==> src/rtl/lsq_pkg.sv <==
package lsq_pkg;

   localparam int REG_IDX_W = 3;
   localparam int OPC_W     = 4;

   typedef enum logic [OPC_W-1:0] {
      OP_LD  = 4'b0010,
      OP_ST  = 4'b0011,
      OP_LDR = 4'b0110,
      OP_STR = 4'b0111,
      OP_LDI = 4'b1010,
      OP_STI = 4'b1011,
      OP_LEA = 4'b1110
   } opc_e;

   typedef enum logic [2:0] {
      ST_IDLE,
      ST_ADDR,
      ST_IND,
      ST_ACCESS,
      ST_DONE
   } seq_state_e;

   typedef struct packed {
      logic                 valid;
      logic                 is_store;
      logic                 is_ind;
      logic                 is_lea;
      logic                 use_base;
      logic [REG_IDX_W-1:0] dreg;
   } dec_t;

endpackage

==> src/rtl/lsq_decode.sv <==
module lsq_decode
   import lsq_pkg::*;
(
   input  logic [OPC_W-1:0]     opcode,
   input  logic [REG_IDX_W-1:0] dr_field,
   output dec_t                 dec
);

   always_comb begin
      dec      = '0;
      dec.dreg = dr_field;
      case (opcode)
         OP_LD:  dec.valid = 1'b1;
         OP_ST:  begin dec.valid = 1'b1; dec.is_store = 1'b1; end
         OP_LDR: begin dec.valid = 1'b1; dec.use_base = 1'b1; end
         OP_STR: begin dec.valid = 1'b1; dec.use_base = 1'b1; dec.is_store = 1'b1; end
         OP_LDI: begin dec.valid = 1'b1; dec.is_ind = 1'b1; end
         OP_STI: begin dec.valid = 1'b1; dec.is_ind = 1'b1; dec.is_store = 1'b1; end
         OP_LEA: begin dec.valid = 1'b1; dec.is_lea = 1'b1; end
         default: dec.valid = 1'b0;
      endcase
   end

endmodule

==> src/rtl/lsq_agen.sv <==
module lsq_agen #(
   parameter int DATA_W       = 16,
   parameter int PC_OFF_W     = 9,
   parameter int BASE_OFF_W   = 6,
   parameter bit SHARED_ADDER = 1'b1
) (
   input  logic [PC_OFF_W-1:0] off_field,
   input  logic                use_base,
   input  logic [DATA_W-1:0]   pc_val,
   input  logic [DATA_W-1:0]   base_val,
   output logic [DATA_W-1:0]   ea
);

   localparam int PC_EXT_W   = DATA_W - PC_OFF_W;
   localparam int BASE_EXT_W = DATA_W - BASE_OFF_W;

   if (PC_OFF_W >= DATA_W || BASE_OFF_W >= PC_OFF_W) begin : g_bad_widths
      $error("lsq_agen: offset widths must satisfy BASE_OFF_W < PC_OFF_W < DATA_W");
   end

   logic [DATA_W-1:0] pc_off_x;
   logic [DATA_W-1:0] base_off_x;

   assign pc_off_x   = {{PC_EXT_W{off_field[PC_OFF_W-1]}}, off_field};
   assign base_off_x = {{BASE_EXT_W{off_field[BASE_OFF_W-1]}}, off_field[BASE_OFF_W-1:0]};

   if (SHARED_ADDER) begin : g_shared
      logic [DATA_W-1:0] op_a;
      logic [DATA_W-1:0] op_b;
      assign op_a = use_base ? base_val   : pc_val;
      assign op_b = use_base ? base_off_x : pc_off_x;
      assign ea   = op_a + op_b;
   end else begin : g_dual
      logic [DATA_W-1:0] sum_pc;
      logic [DATA_W-1:0] sum_base;
      assign sum_pc   = pc_val + pc_off_x;
      assign sum_base = base_val + base_off_x;
      assign ea       = use_base ? sum_base : sum_pc;
   end

endmodule

==> src/rtl/lsq_nzp.sv <==
module lsq_nzp #(
   parameter int DATA_W = 16
) (
   input  logic [DATA_W-1:0] value,
   output logic [2:0]        nzp
);

   logic is_neg;
   logic is_zero;

   assign is_neg  = value[DATA_W-1];
   assign is_zero = (value == '0);
   assign nzp     = {is_neg, is_zero, !is_neg && !is_zero};

endmodule

==> src/rtl/lsq_seq.sv <==
module lsq_seq
   import lsq_pkg::*;
#(
   parameter int DATA_W       = 16,
   parameter bit SHARED_ADDER = 1'b1
) (
   input  logic              clk,
   input  logic              rst_n,
   input  logic              start,
   input  logic [15:0]       instr,
   input  logic [DATA_W-1:0] pc_next,
   input  logic [DATA_W-1:0] base_val,
   input  logic [DATA_W-1:0] src_val,
   output logic              busy,
   output logic              mem_req,
   output logic              mem_we,
   output logic [DATA_W-1:0] mem_addr,
   output logic [DATA_W-1:0] mem_wdata,
   input  logic              mem_ready,
   input  logic [DATA_W-1:0] mem_rdata,
   output logic              done,
   output logic              reg_we,
   output logic [2:0]        reg_waddr,
   output logic [DATA_W-1:0] reg_wdata,
   output logic              flags_we,
   output logic [2:0]        nzp
);

   localparam int INSTR_W    = 16;
   localparam int PC_OFF_W   = 9;
   localparam int BASE_OFF_W = 6;
   localparam int OPC_LSB    = INSTR_W - OPC_W;
   localparam int DR_LSB     = OPC_LSB - REG_IDX_W;

   if (DATA_W != INSTR_W) begin : g_bad_data_w
      $error("lsq_seq: a pointer word must be a full address, DATA_W must be 16");
   end

   seq_state_e            state_q;
   dec_t                  dec_in;
   dec_t                  dec_q;
   logic [PC_OFF_W-1:0]   off_q;
   logic [DATA_W-1:0]     pc_q;
   logic [DATA_W-1:0]     base_q;
   logic [DATA_W-1:0]     src_q;
   logic [DATA_W-1:0]     addr_q;
   logic [DATA_W-1:0]     data_q;
   logic                  wait_q;
   logic [DATA_W-1:0]     ea;

   lsq_decode u_decode (
      .opcode   (instr[INSTR_W-1:OPC_LSB]),
      .dr_field (instr[OPC_LSB-1:DR_LSB]),
      .dec      (dec_in)
   );

   lsq_agen #(
      .DATA_W       (DATA_W),
      .PC_OFF_W     (PC_OFF_W),
      .BASE_OFF_W   (BASE_OFF_W),
      .SHARED_ADDER (SHARED_ADDER)
   ) u_agen (
      .off_field (off_q),
      .use_base  (dec_q.use_base),
      .pc_val    (pc_q),
      .base_val  (base_q),
      .ea        (ea)
   );

   lsq_nzp #(.DATA_W(DATA_W)) u_nzp (
      .value (data_q),
      .nzp   (nzp)
   );

   always_ff @(posedge clk or negedge rst_n) begin
      if (!rst_n) begin
         state_q <= ST_IDLE;
         dec_q   <= '0;
         off_q   <= '0;
         pc_q    <= '0;
         base_q  <= '0;
         src_q   <= '0;
         addr_q  <= '0;
         data_q  <= '0;
         wait_q  <= 1'b0;
      end else begin
         case (state_q)
            ST_IDLE: begin
               if (start && dec_in.valid) begin
                  dec_q   <= dec_in;
                  off_q   <= instr[PC_OFF_W-1:0];
                  pc_q    <= pc_next;
                  base_q  <= base_val;
                  src_q   <= src_val;
                  state_q <= ST_ADDR;
               end
            end
            ST_ADDR: begin
               addr_q <= ea;
               wait_q <= 1'b0;
               if (dec_q.is_lea) begin
                  data_q  <= ea;
                  state_q <= ST_DONE;
               end else if (dec_q.is_ind) begin
                  state_q <= ST_IND;
               end else begin
                  state_q <= ST_ACCESS;
               end
            end
            ST_IND: begin
               if (!wait_q) begin
                  if (mem_ready) wait_q <= 1'b1;
               end else begin
                  addr_q  <= mem_rdata;
                  wait_q  <= 1'b0;
                  state_q <= ST_ACCESS;
               end
            end
            ST_ACCESS: begin
               if (!wait_q) begin
                  if (mem_ready) begin
                     if (dec_q.is_store) state_q <= ST_DONE;
                     else                wait_q  <= 1'b1;
                  end
               end else begin
                  data_q  <= mem_rdata;
                  wait_q  <= 1'b0;
                  state_q <= ST_DONE;
               end
            end
            ST_DONE: state_q <= ST_IDLE;
            default: state_q <= ST_IDLE;
         endcase
      end
   end

   assign busy      = (state_q != ST_IDLE);
   assign mem_req   = ((state_q == ST_IND) || (state_q == ST_ACCESS)) && !wait_q;
   assign mem_we    = mem_req && (state_q == ST_ACCESS) && dec_q.is_store;
   assign mem_addr  = addr_q;
   assign mem_wdata = src_q;
   assign done      = (state_q == ST_DONE);
   assign reg_we    = done && !dec_q.is_store;
   assign flags_we  = reg_we;
   assign reg_waddr = dec_q.dreg;
   assign reg_wdata = data_q;

endmodule

==> config.mk <==
export PLATFORM = sky130hd
export DESIGN_NAME = lsq_seq
export DESIGN_NICKNAME = d
export VERILOG_FILES = /design/src/rtl/lsq_pkg.sv /design/src/rtl/lsq_decode.sv /design/src/rtl/lsq_agen.sv /design/src/rtl/lsq_nzp.sv /design/src/rtl/lsq_seq.sv
export SDC_FILE = /design/constraint.sdc
export NUM_CORES = 1
export LEC_CHECK = 0
export CELL_PAD_IN_SITES_DETAIL_PLACEMENT = 0
export CELL_PAD_IN_SITES_GLOBAL_PLACEMENT = 1
export CORE_UTILIZATION = 40
export CTS_CLUSTER_DIAMETER = 40
export DETAILED_ROUTE_END_ITERATION = 6
export PLACE_DENSITY_LB_ADDON = 0.1
export SYNTH_ARGS = -nofsm -noshare
export SYNTH_HDL_FRONTEND = slang
export SYNTH_SLANG_ARGS = --single-unit
==> constraint.sdc <==
create_clock -name clk -period 8.35 [get_ports clk]
set_clock_uncertainty 0.05 [all_clocks]
set_input_delay 1.2525 -clock clk [delete_from_list [all_inputs] [get_ports clk]]
set_output_delay 1.2525 -clock clk [all_outputs]
set_load 0.05 [all_outputs]
# After elaboration in Yosys (flattened, before gate mapping)
# Index checks and enable logic that the tools add are counted.
[word_totals] regBits=100 in_bits=84 output_inout_bits=60 word_cells=81
[classes] n_addsub=1 n_eq_ne=17 muxes=25 reduce_logical=25
[ops] operator="$mux 16" count=4
[ops] operator="$pmux 16 s2" count=2
[ops] operator="$mux 3" count=6
[ops] operator="$add 16x16->16" count=1
[ops] operator="$logic_not 16->1" count=1
[ops] operator="$eq 4x4->1 const B" count=3
[ops] operator="$pmux 3 s4" count=1
[ops] operator="$mux 1" count=11
[ops] operator="$eq 4x2->1 const B" count=2
[ops] operator="$eq 4x3->1 const B" count=2
[ops] operator="$ne 2x2->1 const B" count=4
[ops] operator="$reduce_or 7->1" count=1
[ops] operator="$eq 3x2->1 const B" count=2
[ops] operator="$logic_and 1x1->1" count=6
[ops] operator="$ne 3x3->1 const B" count=2
[ops] operator="$reduce_bool 3->1" count=2
[ops] operator="$logic_not 1->1" count=4
[ops] operator="$reduce_and 2->1" count=2
[ops] operator="$reduce_and 4->1" count=1
[ops] operator="$reduce_bool 2->1" count=2
[ops] operator="$reduce_or 2->1" count=2
[ops] operator="$eq 3x1->1 const B" count=1
[ops] operator="$eq 3x3->1 const B" count=1
[ops] operator="$logic_not 3->1" count=1
[ops] operator="other kinds (4)" count=4

# Longest topological paths before layout
[logic_depth] depth_word=6 depth_mapped=11 mapped_depth_nobuf=10

# Modules after synthesis
# From an unflattened synthesis, not the netlist that was laid out.
[unflattened] cells_unflattened=432 area_unflattened_um2=5819.3
[by_module_without_submodules] module="lsq_seq" instances=1 cells_each=273 area_per_inst_um2=4616.9 seq_area_each_um2=2502.4
[by_module_without_submodules] module="lsq_agen" instances=1 cells_each=140 area_per_inst_um2=1082.3 seq_area_each_um2=0.0
[by_module_without_submodules] module="lsq_decode" instances=1 cells_each=11 area_per_inst_um2=62.6 seq_area_each_um2=0.0
[by_module_without_submodules] module="lsq_nzp" instances=1 cells_each=8 area_per_inst_um2=57.6 seq_area_each_um2=0.0

# Least setup slack after synthesis
# OpenSTA, ideal clock, no wires.
[synth_path] path_type="flip-flop to output port" startpoint="reg data_q[2] (netlist: reg_wdata[2])" endpoint="out nzp[0]" arrival_ns=1.608 t_required_ns=7.048 slack_ns=5.440 stages_incl_launch_ff=4 n_path_buf=0 cell_sequence="dfrtp_1 nor4_1 and4_1 nor2_1"
[synth_via] elab_chain_cells=3
[synth_lines] item="start, declared" line_no="lsq_seq.sv:47" source="logic [DATA_W-1:0] data_q;"
[synth_lines] item="start signal, assigned" line_no="lsq_seq.sv:126" source="data_q <= mem_rdata;"
[synth_lines] item="$logic_not 16->1" line_no="lsq_nzp.sv:12" source="assign is_zero = (value == '0);"
[synth_lines] item="named net u_nzp.is_zero" line_no="lsq_nzp.sv:9" source="logic is_zero;"
[synth_lines] item="$logic_not 1->1" line_no="lsq_nzp.sv:13" source="assign nzp = {is_neg, is_zero, !is_neg && !is_zero};"
[synth_lines] item="$logic_and 1x1->1" line_no="lsq_nzp.sv:13"
[synth_lines] item="end, declared" line_no="lsq_seq.sv:26" source="output logic [2:0] nzp"
# The timed path passes the listed nets, and every way through them passes these cells.

# Final worst setup path
[layout_path] startpoint="reg data_q[1] (netlist: reg_wdata[1])" endpoint="out nzp[1]"
[layout_via] elab_chain_cells=1
[layout_lines] item="$logic_not 16->1" line_no="lsq_nzp.sv:12"
# No other way between the ends.

==> flow_summary.ini <==
[run_status]
outcome = completed

[floorplanning]
row_count = 43
core_sq_um = 13900
die_w_um = 121
die_y_um = 121
dieArea_sq_um = 14700
io_pins = 144
start_util_pct = 40.9

[sta]
hold_viol_final = 0
drv_slew = 0
setup_ws_ns = 4.78
fin_crit_sh_pct = 42.7
rsz0062_at_grt = no
holdWs_ns = 0.435
period_needed_ns = 3.57
max_slew_margin_pct = 30.1
setup-tns-final_ns = 0
fmax_mhz = 280
tightest_slew_ns = 1.05
setup_violations = 0

[clock_network]
cts_sinks = 100
clk_pin_slew_ns = 0.07
cts_setup_buffers = 0
cts_buffer_depth = 2
cts_root_buffer = clkbuf_16
htreeDepth = 3
cts_tree = done
cts_resized = 0
cts_hold_buf = 0
insertion_delay_ns = 0.36
cts_buffers = 9

[global_route]
grt_max_degree = 65
globalRouteTotalUtil_pct = 20.0
grt-ovfl-total = 0
antenna_found_initial = 0
grt_pass1_vias = 4469
grt_first_pass_wirelength_mm = 22.7

[worst_setup_path]
critical_path_arrival_ns = 2.27
r2r_setup_slack_ns = 4.95
crit_path_end_kind = output port
cp_data_required_time_ns = 7.05
critical_path_class = reg -> out
crit_fanout = 3
start_kind = register

[place]
pre_cts_ws_ns = 4.45
place_congestion = 0.788
io_buffers = 143
post-dp-hpwl_mm = 9.87

[yosys]
synth_commonest_cells = dfrtp_1 (100), mux2_4 (51), nand2_1 (49)
ys_seq_area_share_pct = 44.1
async_reset_ff_share_pct = 100
synth.avg_cell_area_sq_um = 11.0
yosysWarnings = 0
synth_top_area_cell = dfrtp_1
synthCells = 516
yosysTopAreaCellShare_pct = 44.1
synth-seq-cells = 100
yosysMostFrequentCell = dfrtp_1
synth_edf_count = 0
synth.area.top_cells = dfrtp_1 (44%), mux2_4 (14%), ha_1 (3.3%)
netlist_area_sq_um = 5670
ys_dominant_reg_cell = dfrtp_1
syn-num-nets = 616
yosysUniqueCellTypes = 54

[drt]
drt-initial-drc-count = 189
wl_per_cell_um = 16.8
antenna_left = 0
wl_mm = 13.8
vias_per_cell = 5.17
route.detailed.drc = 0
dr_total_vias = 4267
drtPass1Iterations = 4

[layout]
utilization_pct = 53.3
multi_input_area_sq_um = 2830
fillers = 1282
antenna_cells = 0
nets = 740
seq_area_sq_um = 2500
syn_to_final_growth_pct = 30.4
drive_gt1_share_pct = 14.4

[hold_path]
min_path_type = reg -> reg

[flow_run]
maxCapViolations = 0
per-layer routing:
layer  wire (um)  up-vias  share of wire, %  GRT usage [%]
li1            -     2081                 -              -
met1        6390     2086                46           26.0
met2        6800       92                49           33.7
met3         499        8               3.6           4.56
met4         133        0              0.96           4.55
met5           0        -                 0              0
through the flow:
| step | cells | area [sq um] |
|---|---|---|
| 2_1_floorplan | 516 | 5670 |
| 3_3_place_gp | 809 | 7060 |
| 3_5_place_dp | 809 | 7060 |
| 4_1_cts | 825 | 7390 |
| 5_1_grt | 825 | 7390 |
| 6_report | 825 | 7390 |
cell type report:
class | count | share of cell area (%)
Clock buffer | 9 | 3.05
Timing Repair Buffer | 146 | 19.6
Inverter | 14 | 0.711
Sequential cell | 100 | 33.9
Multi-Input combinational cell | 369 | 38.3
Tap cell | 180 | 3.05
Clock inverter | 7 | 1.42
cells by family after synthesis:
kind of cell / count (synthesis) / share of synthesized area [%]
AO/OA/AOI/OAI: 105 / 11.5
XOR/XNOR: 11 / 1.70
adder cells (fa/ha/maj): 16 / 3.66
buffers and inverters: 47 / 5.96
flip-flops: 100 / 44.1
multiplexers: 87 / 20.3
AND/OR/NAND/NOR: 150 / 12.8
critical path: stages (launching register included):
cell and delay, ns:
dfrtp_1 0.40, nor4_1 0.42, and4_1 0.29, clkdlybuf4s50_1 0.81
state kept, by name, summed over array words and instances (netlist names):
register   count
mem_wdata     16
base_q        16
off_q          9
pc_q          16
dec_q          4
wait_q         1
reg_waddr      3
reg_wdata     16
state_q        3
mem_addr      16
path summary, 6_finish.rpt:
path                                   start             to  depth (start not counted)
worst min register to register   mem_addr[2]    mem_addr[2]                          2
worst max-delay path            reg_wdata[1]         nzp[1]                          3
worst min-delay path             mem_addr[2]    mem_addr[2]                          2
worst max register to register      dec_q[3]   mem_addr[11]                          9
min in group asynchronous              rst_n      base_q[0]                          1
max in group asynchronous              rst_n  mem_wdata[15]                          2
cell usage in the layout (no fill, tap or decap), types with 13 or more instances in the layout:
cell type and instances:
clkdlybuf4s50_1 142, ha_1 15, and3_1 13, o21ai_0 25, nand2_1 49, mux2_2 15, mux2i_1 15, inv_1 14
nor2_1 41, a21oi_1 31, dfrtp_1 100, nand3_1 13, mux2_4 51
Power is not shown: default switching activity piles up to over one toggle a cycle in this logic, so the estimate is an artifact.
